`config.mk`:
```
export PLATFORM = sky130hd
export DESIGN_NAME = codec_init_seq
export DESIGN_NICKNAME = d
export VERILOG_FILES = /design/src/rtl/ccs_pkg.sv /design/src/rtl/ccs_scale.sv /design/src/rtl/ccs_step_table.sv /design/src/rtl/ccs_sequencer.sv /design/src/rtl/codec_init_seq.sv
export SDC_FILE = /design/constraint.sdc
export NUM_CORES = 1
export LEC_CHECK = 0
export BUFFER_PORTS_ARGS = -buffer_cell sky130_fd_sc_hd__buf_2
export CORE_MARGIN = 4
export CORE_UTILIZATION = 65
export CTS_CLUSTER_DIAMETER = 100
export CTS_CLUSTER_SIZE = 25
export DETAILED_ROUTE_END_ITERATION = 6
export GPL_TIMING_DRIVEN = 0
export PLACE_DENSITY = 0.88
export RECOVER_POWER = 25
export SLEW_MARGIN = 5
export SYNTH_ARGS = -nofsm -noshare
export SYNTH_HDL_FRONTEND = slang
export SYNTH_HIERARCHICAL = 1
export SYNTH_SLANG_ARGS = --single-unit
```
`constraint.sdc`:
```
create_clock -name clk -period 26.9 [get_ports clk]
set_input_delay 2.69 -clock clk [delete_from_list [all_inputs] [get_ports clk]]
set_output_delay 2.69 -clock clk [all_outputs]
set_load 0.05 [all_outputs]
```
`src/rtl/ccs_pkg.sv`:
```
package ccs_pkg;

   localparam int IDX_W = 5;

   typedef enum logic {
      SEQ_IDLE = 1'b0,
      SEQ_XFER = 1'b1
   } seq_state_e;

   // step numbers of the transfer list; update pairs reuse the programme slots
   localparam logic [IDX_W-1:0] STEP_VOL_A  = 5'd6;
   localparam logic [IDX_W-1:0] STEP_VOL_D  = 5'd7;
   localparam logic [IDX_W-1:0] STEP_TONE_A = 5'd8;
   localparam logic [IDX_W-1:0] STEP_TONE_D = 5'd9;
   localparam logic [IDX_W-1:0] STEP_MUTE_A = 5'd10;
   localparam logic [IDX_W-1:0] STEP_MUTE_D = 5'd11;
   localparam logic [IDX_W-1:0] STEP_LAST_PLAY = 5'd11;
   localparam logic [IDX_W-1:0] STEP_LAST_REC  = 5'd16;

   // register selects in the low two bits of an address byte
   localparam logic [1:0] SEL_DATA   = 2'b00;
   localparam logic [1:0] SEL_STATUS = 2'b10;

   // fixed data bytes
   localparam logic [7:0] CFG_RESET    = 8'h60;
   localparam logic [7:0] CFG_RUN      = 8'h20;
   localparam logic [7:0] PWR_PLAYBACK = 8'h81;
   localparam logic [7:0] PWR_RECORD   = 8'hA2;
   localparam logic [7:0] EXT_SELECT   = 8'hC2;
   localparam logic [7:0] EXT_MIXER    = 8'h4D;
   localparam logic [7:0] MUTE_BASE    = 8'hA0;
   localparam logic [7:0] TONE_BASE    = 8'h40;

endpackage

```
`src/rtl/ccs_scale.sv`:
```
module ccs_scale #(
   parameter  int SET_W     = 7,
   parameter  int FULL      = 100,
   parameter  int MAX_CODE  = 63,
   parameter  bit USE_RECIP = 1'b1,
   localparam int CODE_W    = $clog2(MAX_CODE + 1)
) (
   input  logic [SET_W-1:0]  set_i,
   output logic [CODE_W-1:0] code_o
);

   localparam int PROD_W = $clog2(FULL * MAX_CODE + 1);

   logic [SET_W-1:0]  sat;
   logic [PROD_W-1:0] prod;
   logic [CODE_W-1:0] quot;

   if (FULL >= (1 << SET_W)) begin : g_chk_full
      $error("ccs_scale: FULL does not fit in SET_W bits");
   end
   if (MAX_CODE < 1) begin : g_chk_max
      $error("ccs_scale: MAX_CODE must be positive");
   end

   assign sat  = (set_i > SET_W'(FULL)) ? SET_W'(FULL) : set_i;
   assign prod = PROD_W'(sat) * PROD_W'(MAX_CODE);

   if (USE_RECIP) begin : g_recip
      // truncating divide by FULL through a ceiling reciprocal of 2*PROD_W bits;
      // the excess of RECIP*FULL over 2^SH is below FULL, so no quotient shifts
      localparam int SH  = 2 * PROD_W;
      localparam int MW  = PROD_W + SH + 1;
      localparam logic [MW-1:0] RECIP = MW'(((64'd1 << SH) + 64'(FULL) - 64'd1) / 64'(FULL));
      if (SH > 48) begin : g_chk_sh
         $error("ccs_scale: reciprocal too wide");
      end
      assign quot = CODE_W'((MW'(prod) * RECIP) >> SH);
   end else begin : g_div
      assign quot = CODE_W'(prod / PROD_W'(FULL));
   end

   assign code_o = CODE_W'(MAX_CODE) - quot;

endmodule

```
`src/rtl/ccs_step_table.sv`:
```
module ccs_step_table
   import ccs_pkg::*;
#(
   parameter logic [5:0] DEV_CODE = 6'b000101
) (
   input  logic [IDX_W-1:0] idx_i,
   input  logic [7:0]       vol_byte_i,
   input  logic [7:0]       tone_byte_i,
   input  logic [7:0]       mute_byte_i,
   output logic             is_addr_o,
   output logic [7:0]       byte_o
);

   localparam logic [7:0] A_STATUS = {DEV_CODE, SEL_STATUS};
   localparam logic [7:0] A_DATA   = {DEV_CODE, SEL_DATA};

   always_comb begin
      is_addr_o = 1'b0;
      byte_o    = 8'h00;
      unique case (idx_i)
         5'd0:  begin is_addr_o = 1'b1; byte_o = A_STATUS;     end
         5'd1:  begin                   byte_o = CFG_RESET;    end
         5'd2:  begin is_addr_o = 1'b1; byte_o = A_STATUS;     end
         5'd3:  begin                   byte_o = CFG_RUN;      end
         5'd4:  begin is_addr_o = 1'b1; byte_o = A_STATUS;     end
         5'd5:  begin                   byte_o = PWR_PLAYBACK; end
         5'd6:  begin is_addr_o = 1'b1; byte_o = A_DATA;       end
         5'd7:  begin                   byte_o = vol_byte_i;   end
         5'd8:  begin is_addr_o = 1'b1; byte_o = A_DATA;       end
         5'd9:  begin                   byte_o = tone_byte_i;  end
         5'd10: begin is_addr_o = 1'b1; byte_o = A_DATA;       end
         5'd11: begin                   byte_o = mute_byte_i;  end
         5'd12: begin is_addr_o = 1'b1; byte_o = A_STATUS;     end
         5'd13: begin                   byte_o = PWR_RECORD;   end
         5'd14: begin is_addr_o = 1'b1; byte_o = A_DATA;       end
         5'd15: begin                   byte_o = EXT_SELECT;   end
         5'd16: begin                   byte_o = EXT_MIXER;    end
         default: begin is_addr_o = 1'b0; byte_o = 8'h00;      end
      endcase
   end

endmodule

```
`src/rtl/ccs_sequencer.sv`:
```
module ccs_sequencer
   import ccs_pkg::*;
(
   input  logic             clk,
   input  logic             rst_n,
   input  logic             start_i,
   input  logic             record_i,
   input  logic [7:0]       vol_byte_i,
   input  logic [7:0]       tone_byte_i,
   input  logic [7:0]       mute_byte_i,
   output logic [IDX_W-1:0] tbl_idx_o,
   input  logic             tbl_addr_i,
   input  logic [7:0]       tbl_byte_i,
   output logic             req_o,
   output logic             addr_o,
   output logic [7:0]       byte_o,
   input  logic             ack_i,
   output logic             done_o
);

   seq_state_e       state_q;
   logic [IDX_W-1:0] idx_q, last_q;
   logic             addr_q, done_q, inited_q;
   logic [7:0]       byte_q, sh_vol_q, sh_tone_q, sh_mute_q;

   logic             launch, take, finish;
   logic [IDX_W-1:0] l_idx, l_last;

   always_comb begin
      launch = 1'b0;
      l_idx  = '0;
      l_last = '0;
      if (state_q == SEQ_IDLE) begin
         if (start_i) begin
            launch = 1'b1;
            l_last = record_i ? STEP_LAST_REC : STEP_LAST_PLAY;
         end else if (inited_q) begin
            if (vol_byte_i != sh_vol_q) begin
               launch = 1'b1; l_idx = STEP_VOL_A;  l_last = STEP_VOL_D;
            end else if (tone_byte_i != sh_tone_q) begin
               launch = 1'b1; l_idx = STEP_TONE_A; l_last = STEP_TONE_D;
            end else if (mute_byte_i != sh_mute_q) begin
               launch = 1'b1; l_idx = STEP_MUTE_A; l_last = STEP_MUTE_D;
            end
         end
      end
   end

   assign take      = (state_q == SEQ_XFER) && ack_i;
   assign finish    = take && (idx_q == last_q);
   assign tbl_idx_o = (state_q == SEQ_IDLE) ? l_idx : IDX_W'(idx_q + 1'b1);

   always_ff @(posedge clk) begin
      if (!rst_n) begin
         state_q   <= SEQ_IDLE;
         idx_q     <= '0;
         last_q    <= '0;
         addr_q    <= 1'b0;
         byte_q    <= 8'h00;
         done_q    <= 1'b0;
         inited_q  <= 1'b0;
         sh_vol_q  <= 8'h00;
         sh_tone_q <= 8'h00;
         sh_mute_q <= 8'h00;
      end else begin
         done_q <= finish;
         if (launch) begin
            state_q <= SEQ_XFER;
            idx_q   <= l_idx;
            last_q  <= l_last;
            addr_q  <= tbl_addr_i;
            byte_q  <= tbl_byte_i;
         end else if (take) begin
            case (idx_q)
               STEP_VOL_D:  sh_vol_q  <= byte_q;
               STEP_TONE_D: sh_tone_q <= byte_q;
               STEP_MUTE_D: sh_mute_q <= byte_q;
               default: ;
            endcase
            if (finish) begin
               state_q  <= SEQ_IDLE;
               inited_q <= 1'b1;
            end else begin
               idx_q  <= IDX_W'(idx_q + 1'b1);
               addr_q <= tbl_addr_i;
               byte_q <= tbl_byte_i;
            end
         end
      end
   end

   assign req_o  = (state_q == SEQ_XFER);
   assign addr_o = addr_q;
   assign byte_o = byte_q;
   assign done_o = done_q;

endmodule

```
`src/rtl/codec_init_seq.sv`:
```
module codec_init_seq
   import ccs_pkg::*;
#(
   parameter int         SET_W      = 7,
   parameter int         FULL_SCALE = 100,
   parameter int         VOL_MAX    = 63,
   parameter int         BASS_MAX   = 14,
   parameter int         TREB_MAX   = 3,
   parameter logic [5:0] DEV_CODE   = 6'b000101,
   parameter bit         USE_RECIP  = 1'b1
) (
   input  logic             clk,
   input  logic             rst_n,
   input  logic             start_i,
   input  logic             record_i,
   input  logic [SET_W-1:0] volume_i,
   input  logic [SET_W-1:0] bass_i,
   input  logic [SET_W-1:0] treble_i,
   input  logic             mute_i,
   output logic             xfer_req_o,
   output logic             xfer_addr_o,
   output logic [7:0]       xfer_byte_o,
   input  logic             xfer_ack_i,
   output logic             done_o
);

   localparam int VOL_W  = $clog2(VOL_MAX + 1);
   localparam int BASS_W = $clog2(BASS_MAX + 1);
   localparam int TREB_W = $clog2(TREB_MAX + 1);

   if (VOL_W > 6)  begin : g_chk_vol  $error("VOL_MAX exceeds the 6-bit field");  end
   if (BASS_W > 4) begin : g_chk_bass $error("BASS_MAX exceeds the 4-bit field"); end
   if (TREB_W > 2) begin : g_chk_treb $error("TREB_MAX exceeds the 2-bit field"); end

   logic [VOL_W-1:0]  vol_code;
   logic [BASS_W-1:0] bass_code;
   logic [TREB_W-1:0] treb_code;
   logic [7:0]        vol_byte, tone_byte, mute_byte;
   logic [IDX_W-1:0]  tbl_idx;
   logic              tbl_addr;
   logic [7:0]        tbl_byte;

   ccs_scale #(.SET_W(SET_W), .FULL(FULL_SCALE), .MAX_CODE(VOL_MAX), .USE_RECIP(USE_RECIP))
      u_vol  (.set_i(volume_i), .code_o(vol_code));
   ccs_scale #(.SET_W(SET_W), .FULL(FULL_SCALE), .MAX_CODE(BASS_MAX), .USE_RECIP(USE_RECIP))
      u_bass (.set_i(bass_i),   .code_o(bass_code));
   ccs_scale #(.SET_W(SET_W), .FULL(FULL_SCALE), .MAX_CODE(TREB_MAX), .USE_RECIP(USE_RECIP))
      u_treb (.set_i(treble_i), .code_o(treb_code));

   assign vol_byte  = 8'(vol_code);
   assign tone_byte = TONE_BASE | (8'(bass_code) << 2) | 8'(treb_code);
   assign mute_byte = MUTE_BASE | {5'b0, mute_i, 2'b0};

   ccs_step_table #(.DEV_CODE(DEV_CODE)) u_tbl (
      .idx_i      (tbl_idx),
      .vol_byte_i (vol_byte),
      .tone_byte_i(tone_byte),
      .mute_byte_i(mute_byte),
      .is_addr_o  (tbl_addr),
      .byte_o     (tbl_byte)
   );

   ccs_sequencer u_seq (
      .clk        (clk),
      .rst_n      (rst_n),
      .start_i    (start_i),
      .record_i   (record_i),
      .vol_byte_i (vol_byte),
      .tone_byte_i(tone_byte),
      .mute_byte_i(mute_byte),
      .tbl_idx_o  (tbl_idx),
      .tbl_addr_i (tbl_addr),
      .tbl_byte_i (tbl_byte),
      .req_o      (xfer_req_o),
      .addr_o     (xfer_addr_o),
      .byte_o     (xfer_byte_o),
      .ack_i      (xfer_ack_i),
      .done_o     (done_o)
   );

endmodule

```
======== Yosys cells after proc, flatten, opt, wreduce, memory -nomap -nowiden ========
Cells that the tools add are included.
storage, ports and cells
  register bits ........................... 46
  input port bits ......................... 27
  output and inout bits ................... 11
  word-level logic and storage cells ...... 100
cells by class
  add/sub/neg operators ................... 4
  $mul .................................... 6
  $lt $le $gt $ge ......................... 3
  eq/ne operators ......................... 24
  muxes and demuxes ....................... 37
  bitwise operators ....................... 2
  reduce and logical (&&, ||, !) cells .... 14
operators by type and width
  cell                      number
  $pmux W8 S11              1
  $mux W5                   15
  $eq A5 B4 Y1 const B      10
  $mul A13 B20 Y32 const B  1
  $eq A5 B3 Y1 const B      5
  $mux W8                   3
  $mul A10 B13 Y22 const B  1
  $gt A7 B7 Y1 const B      3
  $mux W7                   3
  $mul A9 B11 Y19 const B   1
  $mul A7 B6 Y13 const B    1
  $mux W1                   13
  $reduce_and A3 Y1         4
  $eq A5 B2 Y1 const B      2
  $mul A7 B3 Y10 const B    1
  $mul A7 B2 Y9 const B     1
  $mux W4                   2
  $ne A6 B8 Y1              1
  $ne A7 B8 Y1              1
  $ne A8 B8 Y1              1
  $reduce_or A4 Y1          2
  $reduce_or A8 Y1          1
  $or A7 B2 Y7              1
  $sub A6 B6 Y6 const A     1
  other kinds (12)          15

======== Logic depth before layout (Yosys ltp) ========
  depth in word-level cells ............... 19
  gate-level depth with buffers ........... 47
  depth with buffers taken out ............ 46

======== By module ========
Netlist, hierarchy kept.
modules (own cells, without submodules)
  module               times used  cells an instance  area an instance (µm²)  sequential area each (µm²)
  ccs_scale at u_vol   1           520                4845.9                  0.0
  ccs_scale at u_bass  1           307                2835.2                  0.0
  ccs_sequencer        1           246                2298.5                  920.9
  ccs_scale at u_treb  1           221                1865.5                  0.0
  ccs_step_table       1           56                 369.1                   0.0
  codec_init_seq       1           2                  7.5                     0.0

======== Worst setup path after synthesis ========
No wires, ideal clock.
  path type ............................... in2reg
  start ................................... input port volume_i[4]
  end ..................................... register u_seq.byte_q[7], in the netlist u_seq/byte_o[7]
  library setup time ...................... 128 ps
  arrival time ............................ 12432 ps
  data required time ...................... 26772 ps
  setup slack ............................. 14340 ps
  cell stages on the path ................. 40
  buffers on the path ..................... 1
  path through ............................ o311ai_1 > nand2_1 > inv_1 > ha_1 > inv_1 > fa_1 > fa_1 > inv_1 > ha_1 > a21oi_1 > nor2b_1 > o21ai_4 > o21a_2 > a311oi_4 > inv_1 > fa_1 > fa_1 > fa_1 > [... 4 more ...] > nand4_1 > nor2_1 > a2111oi_2 > o221ai_1 > o21ai_1 > and3b_1 > xnor3_1 > xor2_1 > nor4_2 > nand2_2 > nand3_1 > o221ai_1 > buf_4 > inv_1 > nor3_1 > a221o_2 > mux2i_1 > nor2_1
on the way
  word-level cells in the longest chain between the ends .. 17
  elaborated cells between the ends (all ways) .. 41
  classes of those cells .................. add/sub (1); mul (2); order compare (1); eq/ne (18); mux (14); reduce/logical (5)
RTL lines
  element                                     line                  text
  start: declaration                          codec_init_seq.sv:16  input logic [SET_W-1:0] volume_i,
  $gt A7 B7 Y1                                ccs_scale.sv:25       assign sat = (set_i > SET_W'(FULL)) ? SET_W'(FULL) : set_i;
  $mux W7 (*)                                 ccs_scale.sv:25
  $mul A7 B6 Y13 (*)                          ccs_scale.sv:26       assign prod = PROD_W'(sat) * PROD_W'(MAX_CODE);
  $mul A13 B20 Y32 (*)                        ccs_scale.sv:37       assign quot = CODE_W'((MW'(prod) * RECIP) >> SH);
  $sub A6 B6 Y6 (*)                           ccs_scale.sv:42       assign code_o = CODE_W'(MAX_CODE) - quot;
  net vol_code[5]                             codec_init_seq.sv:35  logic [VOL_W-1:0] vol_code;
  $ne A6 B8 Y1 (*)                            ccs_sequencer.sv:38   if (vol_byte_i != sh_vol_q) begin
  $mux W5 (*)                                 ccs_sequencer.sv:38
  [... 4 more ...]                            n/a
  net tbl_idx[1]                              codec_init_seq.sv:39  logic [IDX_W-1:0] tbl_idx;
  $eq A5 B3 Y1, or another cell as far along  ccs_step_table.sv:20  unique case (idx_i)
  $reduce_or A4 Y1 (no line)                  n/a
  $pmux W8 S11 (*)                            ccs_step_table.sv:20
  net tbl_byte[7]                             codec_init_seq.sv:41  logic [7:0] tbl_byte;
  $mux W8                                     ccs_sequencer.sv:80   if (finish) begin
  $mux W8                                     ccs_sequencer.sv:73   end else if (take) begin
  $mux W8 (*)                                 ccs_sequencer.sv:67   if (launch) begin
  end signal: assignment                      ccs_sequencer.sv:72   byte_q <= tbl_byte_i;
  end signal: assignment                      ccs_sequencer.sv:86   byte_q <= tbl_byte_i;
  end: declaration                            ccs_sequencer.sv:24   logic [7:0] byte_q, sh_vol_q, sh_tone_q, sh_mute_q;
The timed path passes the listed nets; every way through them passes the cells marked *. The select of a mux whose other input is x is not followed.
A chain may end at the register's enable or synchronous reset.

======== Worst setup path after layout ========
Ends and elaborated chain as after synthesis.

==> key figures <==
Hold path
  – Hold Crit Start: u_seq/last_q[0]
  – Worst Hold Class: reg -> reg

Clock network
  – Root buf cell: clkbuf_16
  – Post-CTS sizing: 0
  – CTS clk-pin slew, worst paths: approximately 60 ps
  – Clk_lat worst skew: 280 ps
  – Clock sink count: 46
  – Total CTS buffers: 5
  – CTS tree: built
  – Htree depth: 2
  – Setup Buffers After CTS: 0
  – Hold_buf cts: 0
  – CTS Buffer Depth: 2

Cells and area
  – Fillcell total: roughly 1400
  – Most common cell after layout, fill and taps aside: inv_1
  – Most frequent cells in the layout: inv_1 (318), ha_1 (254), fa_1 (154), nor2_1 (87), a21oi_1 (53)
  – # diodes: 0
  – Share of cells above drive strength 1: under 10%
  – Layout Nets: approximately 1800
  – Layout area overhead: 5.44%
  – Non-Filler Instances: between 1500 and 2000
  – Fin util: a little over two thirds

Yosys
  – Sequential-to-total area share from yosys stat: 7.53%
  – Synth Flop Type: dfxtp_1
  – Ys async rst share: 0%
  – Seq cells post-synth: 46
  – Syn Area/Cell: approximately 9.0 um2
  – Synth Instances: 1352
  – Post-synth EDFFs: 0
  – Synth warn: 6
  – Synth Cell Area: around 12000 um2
  – Library cells used by synthesis: 90

Setup path
  – R2r startpoint: u_seq/sh_vol_q[3]
  – CP required: 27050 ps
  – Crit start category: input pin
  – Cell mode on critical path: fa_1
  – CP Capture Type: register
  – Largest stage delay on the critical path: ~840 ps
  – WS Path Type: in -> reg
  – Max Fanout on Critical Path: 10
  – Max stage delay cell, worst path: xnor2_1
  – WP data arrival: 14230 ps
  – Critical path origin: volume_i[4]

STA
  – Minimum clock period after layout: between 10000 and 15000 ps
  – RSZ-0062 raised after global routing: false
  – Total Negative Setup Slacks: 0 ps
  – Worst Max-Slew Pin Slew: 1080 ps
  – Max Clk Rate: a little over 70 MHz
  – Hold slack: 458 ps
  – Final period utilization: between 50 and 60%
  – Final setup vio count: 0
  – Final hold viol count: 0
  – Final Max Tran Viols: 0
  – Relative slew margins: approximately 28%
  – Clock Skews: roughly 4.4 ps

Flow run
  – Maximum capacitance violations: 0

Placement
  – Cell count after placement: roughly 1600
  – Gpl congestion: roughly 0.94
  – DPL Wire Length: approximately 23 mm
  – Port Buffer Count: 34

GRT
  – Total GRT Usage: roughly 25%
  – Largest net degree at the start of global routing: 14
  – Grt ovf: 0
  – Vias in the first global route: roughly 10000
  – Initial antenna violation count: 0
  – First-pass GRT wire length: 45.2 mm

Drt
  – Wirelength per Cell: approximately 16 um
  – Post-Route WL: 25.8 mm
  – Drc violations: 0
  – Via Count: 9380
  – DRT iter0 DRCs: 565
  – Vias per inst: around 5.7
  – DRT Pass-1 Iters: 6
  – Antenna Nets Post-Route: 0

Floorplanning
  – Ports: 38
  – Die area: 21100 um2
  – Number of cell rows: 49
  – Die W: around 150 um
  – Die Y-Extent: roughly 150 um
  – Core ar.: about 18000 um2
  – Starting Density: about two thirds

Run status
  – Status: finished, final reports clean
-- state kept, by name, summed over array words and instances, names as in the netlist, 5 cells and up --
name	flops
u_seq/byte_o	8
u_seq/sh_mute_q	8
u_seq/sh_tone_q	8
u_seq/sh_vol_q	8
u_seq/idx_q	5
u_seq/last_q	5
-- metal layers --
layer	track usage, %	vias to the layer above	share of wire [%]
met1	31.3	4543	42
met2	47.0	251	52
met4	5.79	0	2.1
met5	0	-	0
met3	2.15	46	4.0
li1	-	4540	-
-- synth_stat cells, types with 3 or more instances --
library cell  number  area share (%)
a21oi_1           53             2.2
nor2b_1           10            0.51
o21ai_1            8            0.33
a21o_1            18             1.1
o31ai_1            7            0.43
nand3_1           19            0.78
a211oi_1           8            0.49
mux2i_1           34             2.8
a221oi_1           5            0.36
nand4_1           14            0.72
and2_1             7            0.36
xor2_1            33             2.4
nor2_1            87             2.7
or3_1              3            0.15
inv_1            318             9.8
o221ai_1           4            0.29
a31oi_1            8            0.41
or2_2              5            0.26
nand2b_1           3            0.15
fa_1             154              25
o21bai_1           4            0.25
dfxtp_1           46             7.5
o211ai_1           4            0.25
nor4_1             4            0.20
o21ai_0           30             1.2
nor3b_1            3            0.18
a22oi_1            5            0.31
xnor2_1           37             2.7
o21a_1             4            0.25
o311ai_1           3            0.22
nor3_1            14            0.57
and4_1             4            0.29
buf_2              6            0.25
nand2_1           47             1.4
clkbuf_1          15            0.46
ha_1             254              26
-- worst paths after layout --
check	endpoint	slack [ps]	depth (start not counted)
worst min-delay path	u_seq/last_q[0]	460	2
worst max register to register	u_seq/byte_o[7]	23780	11
worst max-delay path	u_seq/byte_o[7]	12820	42
worst min register to register	u_seq/last_q[0]	460	2
-- final cells by class --
cell class / instances / area, um2 / share of cell area, %
Multi-Input combinational cell: 982 / 10100 / 78.1
Timing Repair Buffer: 34 / 155 / 1.20
Sequential cell: 46 / 921 / 7.15
Inverter: 319 / 1200 / 9.29
Tap cell: 229 / 287 / 2.22
Clock inverter: 1 / 5.00 / 0.0388
Clock buffer: 7 / 143 / 1.11
Buffer: 25 / 120 / 0.932
-- per-stage QoR --
stage               setup slack [ps]  instance area [um2]
finish                         12820                12900
global route                   12200                12900
CTS                            12830                12900
detailed placement             12620                12800
global placement               12850                12800
floorplan                      14340                12300
-- logic make-up after synthesis --
logic type	count (synthesis)	share of synthesized area [%]
other	2	0.0614
muxes	34	2.78
xor gates and xnor gates	72	5.38
and+or+nand+nor	249	11.0
adders and majority gates	408	51.2
AOI/OAI and AO/OA	197	11.2
buffers and inverters	344	10.8
DFF	46	7.53
-- critical path: cells and delay by family --
kind,cells,cell delay (ps)
xor gates and xnor gates,2,1010
muxes,1,150
and+or+nand+nor,12,2280
buffers and inverters,8,1150
AOI/OAI and AO/OA,9,2190
adders and majority gates,10,4740
Power is left out: the tool's default activity adds up to more than one toggle a clock period on the data nets, which glitch-free logic cannot reach.
